$ cat src/rtl/bb_alias_pkg.sv
// Package: shared widths and types for the bit-band alias translator.
// Assumes a 32-bit byte address and a 32-bit data word; one alias word
// stands for one bit, so a byte spans 8 * 4 = 32 alias bytes.
package bb_alias_pkg;
    localparam int unsigned BB_ADDR_W     = 32;
    localparam int unsigned BB_DATA_W     = 32;
    localparam int unsigned BB_BIT_W      = $clog2(BB_DATA_W);
    localparam int unsigned BB_LANE_W     = $clog2(BB_DATA_W / 8);
    localparam int unsigned BB_BITNUM_W   = 3;
    localparam int unsigned BB_ALIAS_SHFT = BB_BITNUM_W + 2;

    typedef enum logic {
        SEQ_IDLE  = 1'b0,
        SEQ_WRITE = 1'b1
    } bb_seq_state_e;

    typedef struct packed {
        logic                 hit;
        logic [BB_ADDR_W-1:0] word_addr;
        logic [BB_BIT_W-1:0]  bit_idx;
    } bb_target_t;
endpackage

$ cat src/rtl/bb_alias_window.sv
// Module: decodes one alias window. Flags a hit and computes the
// word-aligned target address and the bit index inside that word.
// Assumes ALIAS_BASE is aligned to 2**SPAN_LOG2.
module bb_alias_window
    import bb_alias_pkg::*;
#(
    parameter logic [BB_ADDR_W-1:0] ALIAS_BASE  = 32'h2200_0000,
    parameter int unsigned          SPAN_LOG2   = 23,
    parameter logic [BB_ADDR_W-1:0] REGION_BASE = 32'h2000_0000
) (
    input  logic [BB_ADDR_W-1:0] addr_i,
    output bb_target_t           tgt_o
);
    localparam int unsigned BYTE_OFF_W = SPAN_LOG2 - BB_ALIAS_SHFT;

    logic [BYTE_OFF_W-1:0]  byte_off;
    logic [BB_BITNUM_W-1:0] bit_num;
    logic [BB_ADDR_W-1:0]   byte_addr;
    logic                   unused_addr_lsb;

    assign unused_addr_lsb = ^addr_i[1:0];

    // Split the alias offset and form the target byte address.
    always_comb begin
        byte_off  = addr_i[SPAN_LOG2-1:BB_ALIAS_SHFT];
        bit_num   = addr_i[BB_ALIAS_SHFT-1:2];
        byte_addr = REGION_BASE + {{(BB_ADDR_W-BYTE_OFF_W){1'b0}}, byte_off};
        tgt_o.hit       = (addr_i[BB_ADDR_W-1:SPAN_LOG2] == ALIAS_BASE[BB_ADDR_W-1:SPAN_LOG2]);
        tgt_o.word_addr = {byte_addr[BB_ADDR_W-1:BB_LANE_W], {BB_LANE_W{1'b0}}};
        tgt_o.bit_idx   = {byte_addr[BB_LANE_W-1:0], bit_num};
    end
endmodule

$ cat src/rtl/bb_rmw_seq.sv
// Module: sequences the write half of an alias read-modify-write.
// The read half is issued by the top while this block is idle; when it
// is accepted the word is captured and the merged word is presented
// until the downstream port takes it. Assumes start_i is only high
// while an alias write is presented.
module bb_rmw_seq
    import bb_alias_pkg::*;
(
    input  logic                 clk,
    input  logic                 rst_n,
    input  logic                 start_i,
    input  logic                 dn_ready_i,
    input  logic [BB_DATA_W-1:0] rd_word_i,
    input  logic [BB_ADDR_W-1:0] tgt_addr_i,
    input  logic [BB_BIT_W-1:0]  tgt_bit_i,
    input  logic                 new_bit_i,
    output logic                 wr_phase_o,
    output logic [BB_ADDR_W-1:0] wr_addr_o,
    output logic [BB_DATA_W-1:0] wr_word_o
);
    bb_seq_state_e        state;
    logic [BB_DATA_W-1:0] hold_word;
    logic [BB_BIT_W-1:0]  lat_bit;
    logic                 lat_new;

    // Phase register: idle until the read half is taken, then write.
    always_ff @(posedge clk) begin
        if (!rst_n) begin
            state <= SEQ_IDLE;
        end else begin
            case (state)
                SEQ_IDLE:  if (start_i && dn_ready_i) state <= SEQ_WRITE;
                SEQ_WRITE: if (dn_ready_i) state <= SEQ_IDLE;
                default:   state <= SEQ_IDLE;
            endcase
        end
    end

    // Capture the word read and the target of the pending write.
    always_ff @(posedge clk) begin
        if (!rst_n) begin
            hold_word <= '0;
            wr_addr_o <= '0;
            lat_bit   <= '0;
            lat_new   <= 1'b0;
        end else if (state == SEQ_IDLE && start_i && dn_ready_i) begin
            hold_word <= rd_word_i;
            wr_addr_o <= tgt_addr_i;
            lat_bit   <= tgt_bit_i;
            lat_new   <= new_bit_i;
        end
    end

    assign wr_phase_o = (state == SEQ_WRITE);

    // Merge the new bit into the captured word, one lane per bit.
    for (genvar i = 0; i < BB_DATA_W; i++) begin : g_merge
        assign wr_word_o[i] = (lat_bit == BB_BIT_W'(i)) ? lat_new : hold_word[i];
    end


    wr_follows_rd_chk: assert property (@(posedge clk) disable iff (!rst_n)
        (!wr_phase_o && start_i && dn_ready_i) |=> wr_phase_o);


    wr_held_chk: assert property (@(posedge clk) disable iff (!rst_n)
        (wr_phase_o && !dn_ready_i) |=> (wr_phase_o && $stable(wr_addr_o) && $stable(wr_word_o)));


    wr_done_chk: assert property (@(posedge clk) disable iff (!rst_n)
        (wr_phase_o && dn_ready_i) |=> !wr_phase_o);


    one_bit_chk: assert property (@(posedge clk) disable iff (!rst_n)
        wr_phase_o |-> ($countones(wr_word_o ^ hold_word) <= 1));
endmodule

$ cat src/rtl/bb_alias_xlate.sv
// Module: top of the bit-band alias translator. Decodes the alias
// windows, steers pass-through, alias read and alias write traffic onto
// the downstream port and returns read data. Assumes the upstream
// request is held stable while up_valid is high and up_ready is low,
// and that downstream read data is valid in the accept cycle.
module bb_alias_xlate
    import bb_alias_pkg::*;
#(
    parameter int unsigned                        NUM_WIN         = 2,
    parameter logic [NUM_WIN-1:0][BB_ADDR_W-1:0]  WIN_ALIAS_BASE  = {32'h4200_0000, 32'h2200_0000},
    parameter logic [NUM_WIN-1:0][7:0]            WIN_SPAN_LOG2   = {8'd24, 8'd23},
    parameter logic [NUM_WIN-1:0][BB_ADDR_W-1:0]  WIN_REGION_BASE = {32'h4000_0000, 32'h2000_0000}
) (
    input  logic                 clk,
    input  logic                 rst_n,
    input  logic                 up_valid,
    output logic                 up_ready,
    input  logic [BB_ADDR_W-1:0] up_addr,
    input  logic                 up_write,
    input  logic [BB_DATA_W-1:0] up_wdata,
    input  logic                 up_bb_en,
    output logic [BB_DATA_W-1:0] up_rdata,
    output logic                 dn_valid,
    input  logic                 dn_ready,
    output logic [BB_ADDR_W-1:0] dn_addr,
    output logic                 dn_write,
    output logic [BB_DATA_W-1:0] dn_wdata,
    input  logic [BB_DATA_W-1:0] dn_rdata
);
    bb_target_t           win_tgt [NUM_WIN];
    logic                 xl_hit;
    logic [BB_ADDR_W-1:0] xl_addr;
    logic [BB_BIT_W-1:0]  xl_bit;
    logic                 is_alias;
    logic                 rmw_start;
    logic                 wr_phase;
    logic [BB_ADDR_W-1:0] wr_addr;
    logic [BB_DATA_W-1:0] wr_word;

    // One decoder per alias window.
    for (genvar w = 0; w < NUM_WIN; w++) begin : g_win
        bb_alias_window #(
            .ALIAS_BASE  (WIN_ALIAS_BASE[w]),
            .SPAN_LOG2   (int'(WIN_SPAN_LOG2[w])),
            .REGION_BASE (WIN_REGION_BASE[w])
        ) u_win (
            .addr_i (up_addr),
            .tgt_o  (win_tgt[w])
        );
    end

    // Pick the lowest-numbered window that hits.
    always_comb begin
        xl_hit  = 1'b0;
        xl_addr = '0;
        xl_bit  = '0;
        for (int w = NUM_WIN - 1; w >= 0; w--) begin
            if (win_tgt[w].hit) begin
                xl_hit  = 1'b1;
                xl_addr = win_tgt[w].word_addr;
                xl_bit  = win_tgt[w].bit_idx;
            end
        end
    end

    assign is_alias  = up_bb_en && xl_hit;
    assign rmw_start = up_valid && is_alias && up_write && !wr_phase;

    bb_rmw_seq u_seq (
        .clk        (clk),
        .rst_n      (rst_n),
        .start_i    (rmw_start),
        .dn_ready_i (dn_ready),
        .rd_word_i  (dn_rdata),
        .tgt_addr_i (xl_addr),
        .tgt_bit_i  (xl_bit),
        .new_bit_i  (up_wdata[0]),
        .wr_phase_o (wr_phase),
        .wr_addr_o  (wr_addr),
        .wr_word_o  (wr_word)
    );

    // Steer the downstream request and the upstream response.
    always_comb begin
        if (wr_phase) begin
            dn_valid = 1'b1;
            dn_addr  = wr_addr;
            dn_write = 1'b1;
            dn_wdata = wr_word;
            up_ready = dn_ready;
            up_rdata = '0;
        end else if (is_alias) begin
            dn_valid = up_valid;
            dn_addr  = xl_addr;
            dn_write = 1'b0;
            dn_wdata = '0;
            up_ready = up_write ? 1'b0 : dn_ready;
            up_rdata = {{(BB_DATA_W-1){1'b0}}, dn_rdata[xl_bit]};
        end else begin
            dn_valid = up_valid;
            dn_addr  = up_addr;
            dn_write = up_write;
            dn_wdata = up_wdata;
            up_ready = dn_ready;
            up_rdata = dn_rdata;
        end
    end


    pass_addr_chk: assert property (@(posedge clk) disable iff (!rst_n)
        (up_valid && !is_alias && !wr_phase) |-> (dn_addr == up_addr && dn_write == up_write));


    rd_bit_only_chk: assert property (@(posedge clk) disable iff (!rst_n)
        (up_valid && up_ready && is_alias && !up_write && !wr_phase) |-> (up_rdata[BB_DATA_W-1:1] == '0));


    no_early_ready_chk: assert property (@(posedge clk) disable iff (!rst_n)
        (rmw_start) |-> !up_ready);


    rmw_same_word_chk: assert property (@(posedge clk) disable iff (!rst_n)
        (rmw_start && dn_ready) |=> (dn_addr == $past(dn_addr) && dn_write));
endmodule

$ cat config.mk
export PLATFORM = sky130hd
export DESIGN_NAME = bb_alias_xlate
export DESIGN_NICKNAME = d
export VERILOG_FILES = /design/src/rtl/bb_alias_pkg.sv /design/src/rtl/bb_alias_window.sv /design/src/rtl/bb_rmw_seq.sv /design/src/rtl/bb_alias_xlate.sv
export SDC_FILE = /design/constraint.sdc
export NUM_CORES = 1
export LEC_CHECK = 0
export BUFFER_PORTS_ARGS = -buffer_cell sky130_fd_sc_hd__buf_4
export CAP_MARGIN = 20
export CORE_UTILIZATION = 30
export DETAILED_ROUTE_END_ITERATION = 10
export PLACE_DENSITY = 0.63
export SYNTH_ARGS = -nofsm -noshare
export SYNTH_HDL_FRONTEND = slang
export SYNTH_SLANG_ARGS = --single-unit
export TNS_END_PERCENT = 30
$ cat constraint.sdc
create_clock -name clk -period 2.4 [get_ports clk]
set_input_delay 0.24 -clock clk [delete_from_list [all_inputs] [get_ports clk]]
set_output_delay 0.24 -clock clk [all_outputs]
set_load 0.02 [all_outputs]
Word level (Yosys, flattened, before mapping):

Index checks and enable logic that the tools add are counted.

* input bits: 102
* register bits after elaboration: 71
* output and inout port bits: 99

* reductions and logical operators: 9
* magnitude comparators: 1
* add/subtract/negate cells: 2
* eq/ne operators: 33
* mux-type cells: 55
* bitwise gates (word level): 1

Operator list (number)
* $mux W32: 8
* $eq A5 B5 Y1 const B: 16
* $mux W1: 43
* $eq A5 B4 Y1 const B: 8
* $add A31 B19 Y32 const A: 1
* $add A30 B18 Y31 const A: 1
* $eq A5 B3 Y1 const B: 4
* $eq A5 B2 Y1 const B: 2
* $mux W5: 2
* $eq A9 B7 Y1 const B: 1
* $eq A8 B7 Y1 const B: 1
* $logic_and A1 B1 Y1: 7
* $lt A5 B6 Y1 const B: 1
* $bmux W1 S5: 1
* $eq A5 B1 Y1 const B: 1
* $logic_not A5 Y1: 1
* $pmux W1 S2: 1
* $logic_not A1 Y1: 1
* $not A1 Y1: 1

Logic depth before layout (Yosys ltp):

* depth after elaboration: 10
* depth in mapped cells: 8

Cells and area by module:

A second synthesis with hierarchy kept.

* cell total of the unflattened synthesis: 847
* area, all modules: 6168.4 um2

By module, submodules not included
* bb_rmw_seq: times used 1, seq. area each 1421.4 um2, cells an instance 393, area an instance 3372.0 um2
* bb_alias_xlate: times used 1, seq. area each 0.0 um2, cells an instance 370, area an instance 2173.3 um2
* bb_alias_window (g_win[1].u_win): times used 1, seq. area each 0.0 um2, cells an instance 42, area an instance 314.1 um2
* bb_alias_window (g_win[0].u_win): times used 1, seq. area each 0.0 um2, cells an instance 42, area an instance 309.0 um2

Worst setup path before layout:

No wires, ideal clock.

* kind: input port to output port
* start point: input port up_addr[2]
* end point: output port up_rdata[0]
* arrival: 1.760 ns
* required time: 2.160 ns
* path buffers: 1
* stages on the path: 6
* path slack: 0.400 ns
* cell sequence: buf_2 -> mux4_2 -> or3b_2 -> o31ai_1 -> a211o_1 -> a31oi_1

* word-level cells in the longest chain between the ends: 6

Ends and longest elaborated chain
* start, declared: line bb_alias_xlate.sv:18 `input logic [BB_ADDR_W-1:0] up_addr,`
* $mux W5: line bb_alias_xlate.sv:58 `if (win_tgt[w].hit) begin`
* $mux W5 (*): line bb_alias_xlate.sv:58
* $bmux W1 S5 (*): line bb_alias_xlate.sv:98 `up_rdata = {{(BB_DATA_W-1){1'b0}}, dn_rdata[xl_bit]};`
* $mux W1 (not written as such) (*): line bb_alias_xlate.sv:98
* $mux W32 (*): line bb_alias_xlate.sv:92 `end else if (is_alias) begin`
* $mux W32 (*): line bb_alias_xlate.sv:85 `if (wr_phase) begin`
* end, declared: line bb_alias_xlate.sv:22 `output logic [BB_DATA_W-1:0] up_rdata,`

Mark *: on every way between the ends. The rest lies on a longest branch, timed or not. The select of a mux whose other input is x is not followed.

Worst setup path in the final report:

* start point: register u_seq.lat_bit[0]
* end point: output port dn_wdata[13]

* word-level cells in the longest chain between the ends: 3

Ends and longest elaborated chain
* start, declared: line bb_rmw_seq.sv:23 `logic [BB_BIT_W-1:0] lat_bit;`
* start signal, assigned: line bb_rmw_seq.sv:49 `lat_bit <= tgt_bit_i;`
* $eq A5 B4 Y1: line bb_rmw_seq.sv:58 `assign wr_word_o[i] = (lat_bit == BB_BIT_W'(i)) ? lat_new : hold_word[i];`
* $mux W1: line bb_rmw_seq.sv:58
* $mux W32: line bb_alias_xlate.sv:85
* end, declared: line bb_alias_xlate.sv:27 `output logic [BB_DATA_W-1:0] dn_wdata,`

Every way passes these cells.

==> impl_metrics.env <==
export IMPL_status="completed"
export IMPL_clock_skew_ns=0.00579
export IMPL_root_buffer="clkbuf_16"
export IMPL_drive_gt1_share_pct=36.3
export IMPL_cts_max_level=3
export IMPL_die_width_um=120
export IMPL_cts_sinks=58
export IMPL_critical_path_class="flop to primary output"
export IMPL_place_ws_ns=-0.0416
export IMPL_rsz0062_at_grt="no"
export IMPL_first_global_vias=4389
export IMPL_cts_tree="yes"
export IMPL_r2r_end="u_seq.hold_word[12]"
export IMPL_ctsHoldBuffers=0
export IMPL_setup_ws_ns=0.157
export IMPL_startpoint="u_seq.lat_bit[0]"
export IMPL_gp_congestion=0.781
export IMPL_fmax_mhz=446
export IMPL_timing_final_crit_share_pct=93.5
export IMPL_viasPerCell=4.93
export IMPL_clk_latency_ns=0.33
export IMPL_synth_cell_type_count=42
export IMPL_p_switching_uw=760
export IMPL_die_y_um=120
export IMPL_globalRouteOverflowTotal=0
export IMPL_p_int_mw=2.11
export IMPL_critPathRequiredTime_ns=2.16
export IMPL_crit_fanout=8
export IMPL_antenna_found_initial=0
export IMPL_grt_max_degree=59
export IMPL_layout_min_cycle_time_ns=2.24
export IMPL_holdCritStartpoint="up_addr[20]"
export IMPL_grt_pass1_wl_um=23200
export IMPL_maxSlewHeadroom_pct=65.6
export IMPL_seq_power_share_pct=33.6
export IMPL_synth_edf_count=0
export IMPL_initial_utilization_pct=31.3
export IMPL_reg2reg_from="u_seq.wr_phase_o"
export IMPL_worst_pin_slew_ns=0.516
export IMPL_first_pass_iters=4
export IMPL_final_cell_area_mm2=0.00623
export IMPL_synth_seq_cells=58
export IMPL_synth_nets=716
export IMPL_power_frac_comb_pct=20.1
export IMPL_postRouteAntennaNets=0
export IMPL_hold_viol=0
export IMPL_cts_buffers_inserted=9
export IMPL_powerDensity_mw_per_mm2=459
export IMPL_endpoint="dn_wdata[13]"
export IMPL_drc_errors=0
export IMPL_hold_path_class="input pin to flop"
export IMPL_yosys_warnings=0
export IMPL_ir_drop_uv=264
export IMPL_finalPower_mw=2.86
export IMPL_synthArstFlopShare_pct=0
export IMPL_worstRegToRegCells=5
export IMPL_slew_violations=0
export IMPL_clockPowerShare_pct=46.3
export IMPL_final_nets=891
export IMPL_core_area_mm2=0.0135
export IMPL_gr_usage_all_layers_pct=20.1
export IMPL_place_hpwl_um=10600
export IMPL_cp_data_arrival_time_ns=2.00
export IMPL_regArea_mm2=0.00117
export IMPL_wl_per_cell_um=15.2
export IMPL_r2r_setup_slack_ns=0.68
export IMPL_boundaryPins=201
export IMPL_multi_input_area_mm2=0.00284
export IMPL_port_buffers=200
export IMPL_clkTransAtPathRegs_ns=0.06
export IMPL_synth_sequential_area_ratio_pct=27.6
export IMPL_p_leak_nw=2.80
export IMPL_avgSynthCellArea_um2=6.85
export IMPL_max_clock_path_buffers=2
export IMPL_dpl_instance_area_mm2=0.00591
export IMPL_postLayoutCoreUtil_pct=46.3
export IMPL_postSynthCellCount=614
export IMPL_area_growth_pct=48.3
export IMPL_critPathLaunchType="flop"
export IMPL_dr_total_vias=4778
export IMPL_max_cap_violations=0
export IMPL_std_cell_rows=42
export IMPL_netlist_area_mm2=0.00421
export IMPL_antenna_cells=0
export IMPL_p_sw_share_pct=26.5
export IMPL_nFillCells=1402
export IMPL_drt_iter0_markers=206
export IMPL_drt_wl_total_um=14700
export IMPL_ys_flop_type="dfxtp_1"
export IMPL_endpoint_kind="primary output"
export IMPL_die_area_mm2=0.0145
export IMPL_setup_viol=0
-- final cells by class --
class	instances	share of cell area, %
flip-flops and latches	58	18.7
inverters	3	0.181
repair buffers	219	27.2
multi-input cells	498	45.5
well taps	176	3.53
clock buffers	12	4.11
clock inverters	4	0.783
-- kinds of logic after synthesis --
kind of cell	synth area share [%]
DFF	27.6
buffers and inverters	6.07
and+or+nand+nor	36.9
AOI/OAI and AO/OA	13.2
muxes	16.2
-- flip-flops by register name (all words and copies together), names as in the netlist --
name              count
u_seq.wr_phase_o      1
u_seq.lat_new         1
u_seq.hold_word      32
u_seq.wr_addr_o      19
u_seq.lat_bit         5
-- placed cells by master, fill, tap and decap left out, drive strengths merged, types with 17 or more instances in the layout --
cell type and count:
buf 219, nor2 17, and2 40, dfxtp 58, nand3 48, nand2 189
mux2 36, mux2i 21, o21ai 50, a21oi 39
-- routing by layer --
layer | wire length, um | track usage (%) | share of wire [%]
met3 | 1160 | 4.43 | 7.9
met4 | 172 | 5.09 | 1.2
met1 | 6430 | 25.8 | 44
met5 | 0 | 0 | 0
met2 | 6970 | 34.1 | 47
-- synthesized netlist by cell type, types with 5 or more instances --
cell type | number | area (um2)
buf_1 | 8 | 30.0
clkbuf_1 | 33 | 124
mux2_2 | 36 | 405
mux2i_1 | 21 | 210
o21ai_0 | 50 | 250
nand3_1 | 48 | 240
dfxtp_1 | 58 | 1160
a21oi_1 | 39 | 195
nand2_1 | 189 | 709
nor3_1 | 6 | 30.0
and2_1 | 39 | 244
nor3b_1 | 5 | 37.5
buf_2 | 9 | 45.0
nor2b_1 | 12 | 75.1
nor2_1 | 17 | 63.8
-- metrics by stage --
stage                     setup TNS (ns)  std cells  hold WS (ns)
final                                  0        970         0.140
after global routing                   0        970         0.145
after CTS                              0        970         0.133
after detailed placement          -0.711        954         0.444
after global placement            -0.137        954         0.440
after floorplan                        0        614         0.363
-- timing repair --
action,in CTS,in global routing
setup endpoints to repair,23,15
resized for setup,1,5
setup buffers,0,0
-- worst max-delay path: stages, from the launching register on --
cell	delay [ns]
dfxtp_1	0.49
buf_4	0.22
nand2b_1	0.14
nor2_1	0.15
mux2_2	0.36
nand2_1	0.07
o21ai_0	0.08
buf_4	0.18
-- power by group through the flow --
stage	Clock [mW]	Sequential (mW)	Combinational [mW]
after floorplan	0	0.984	0.248
after global placement	0	0.983	0.577
after detailed placement	0	0.983	0.579
after CTS	1.34	0.962	0.581
after global routing	1.38	0.962	0.618
final	1.33	0.962	0.577
-- how the worst min path moves through the flow --
stage,end,slack [ns],cells past startpoint
2_1_floorplan,u_seq.lat_bit[3],0.36,2
3_3_place_gp,u_seq.hold_word[0],0.44,2
3_5_place_dp,u_seq.hold_word[12],0.44,2
4_1_cts,u_seq.wr_addr_o[14],0.13,3
5_1_grt,u_seq.wr_addr_o[14],0.14,3
6_report,u_seq.wr_addr_o[15],0.14,3
Power figures use the tool's default switching activity.
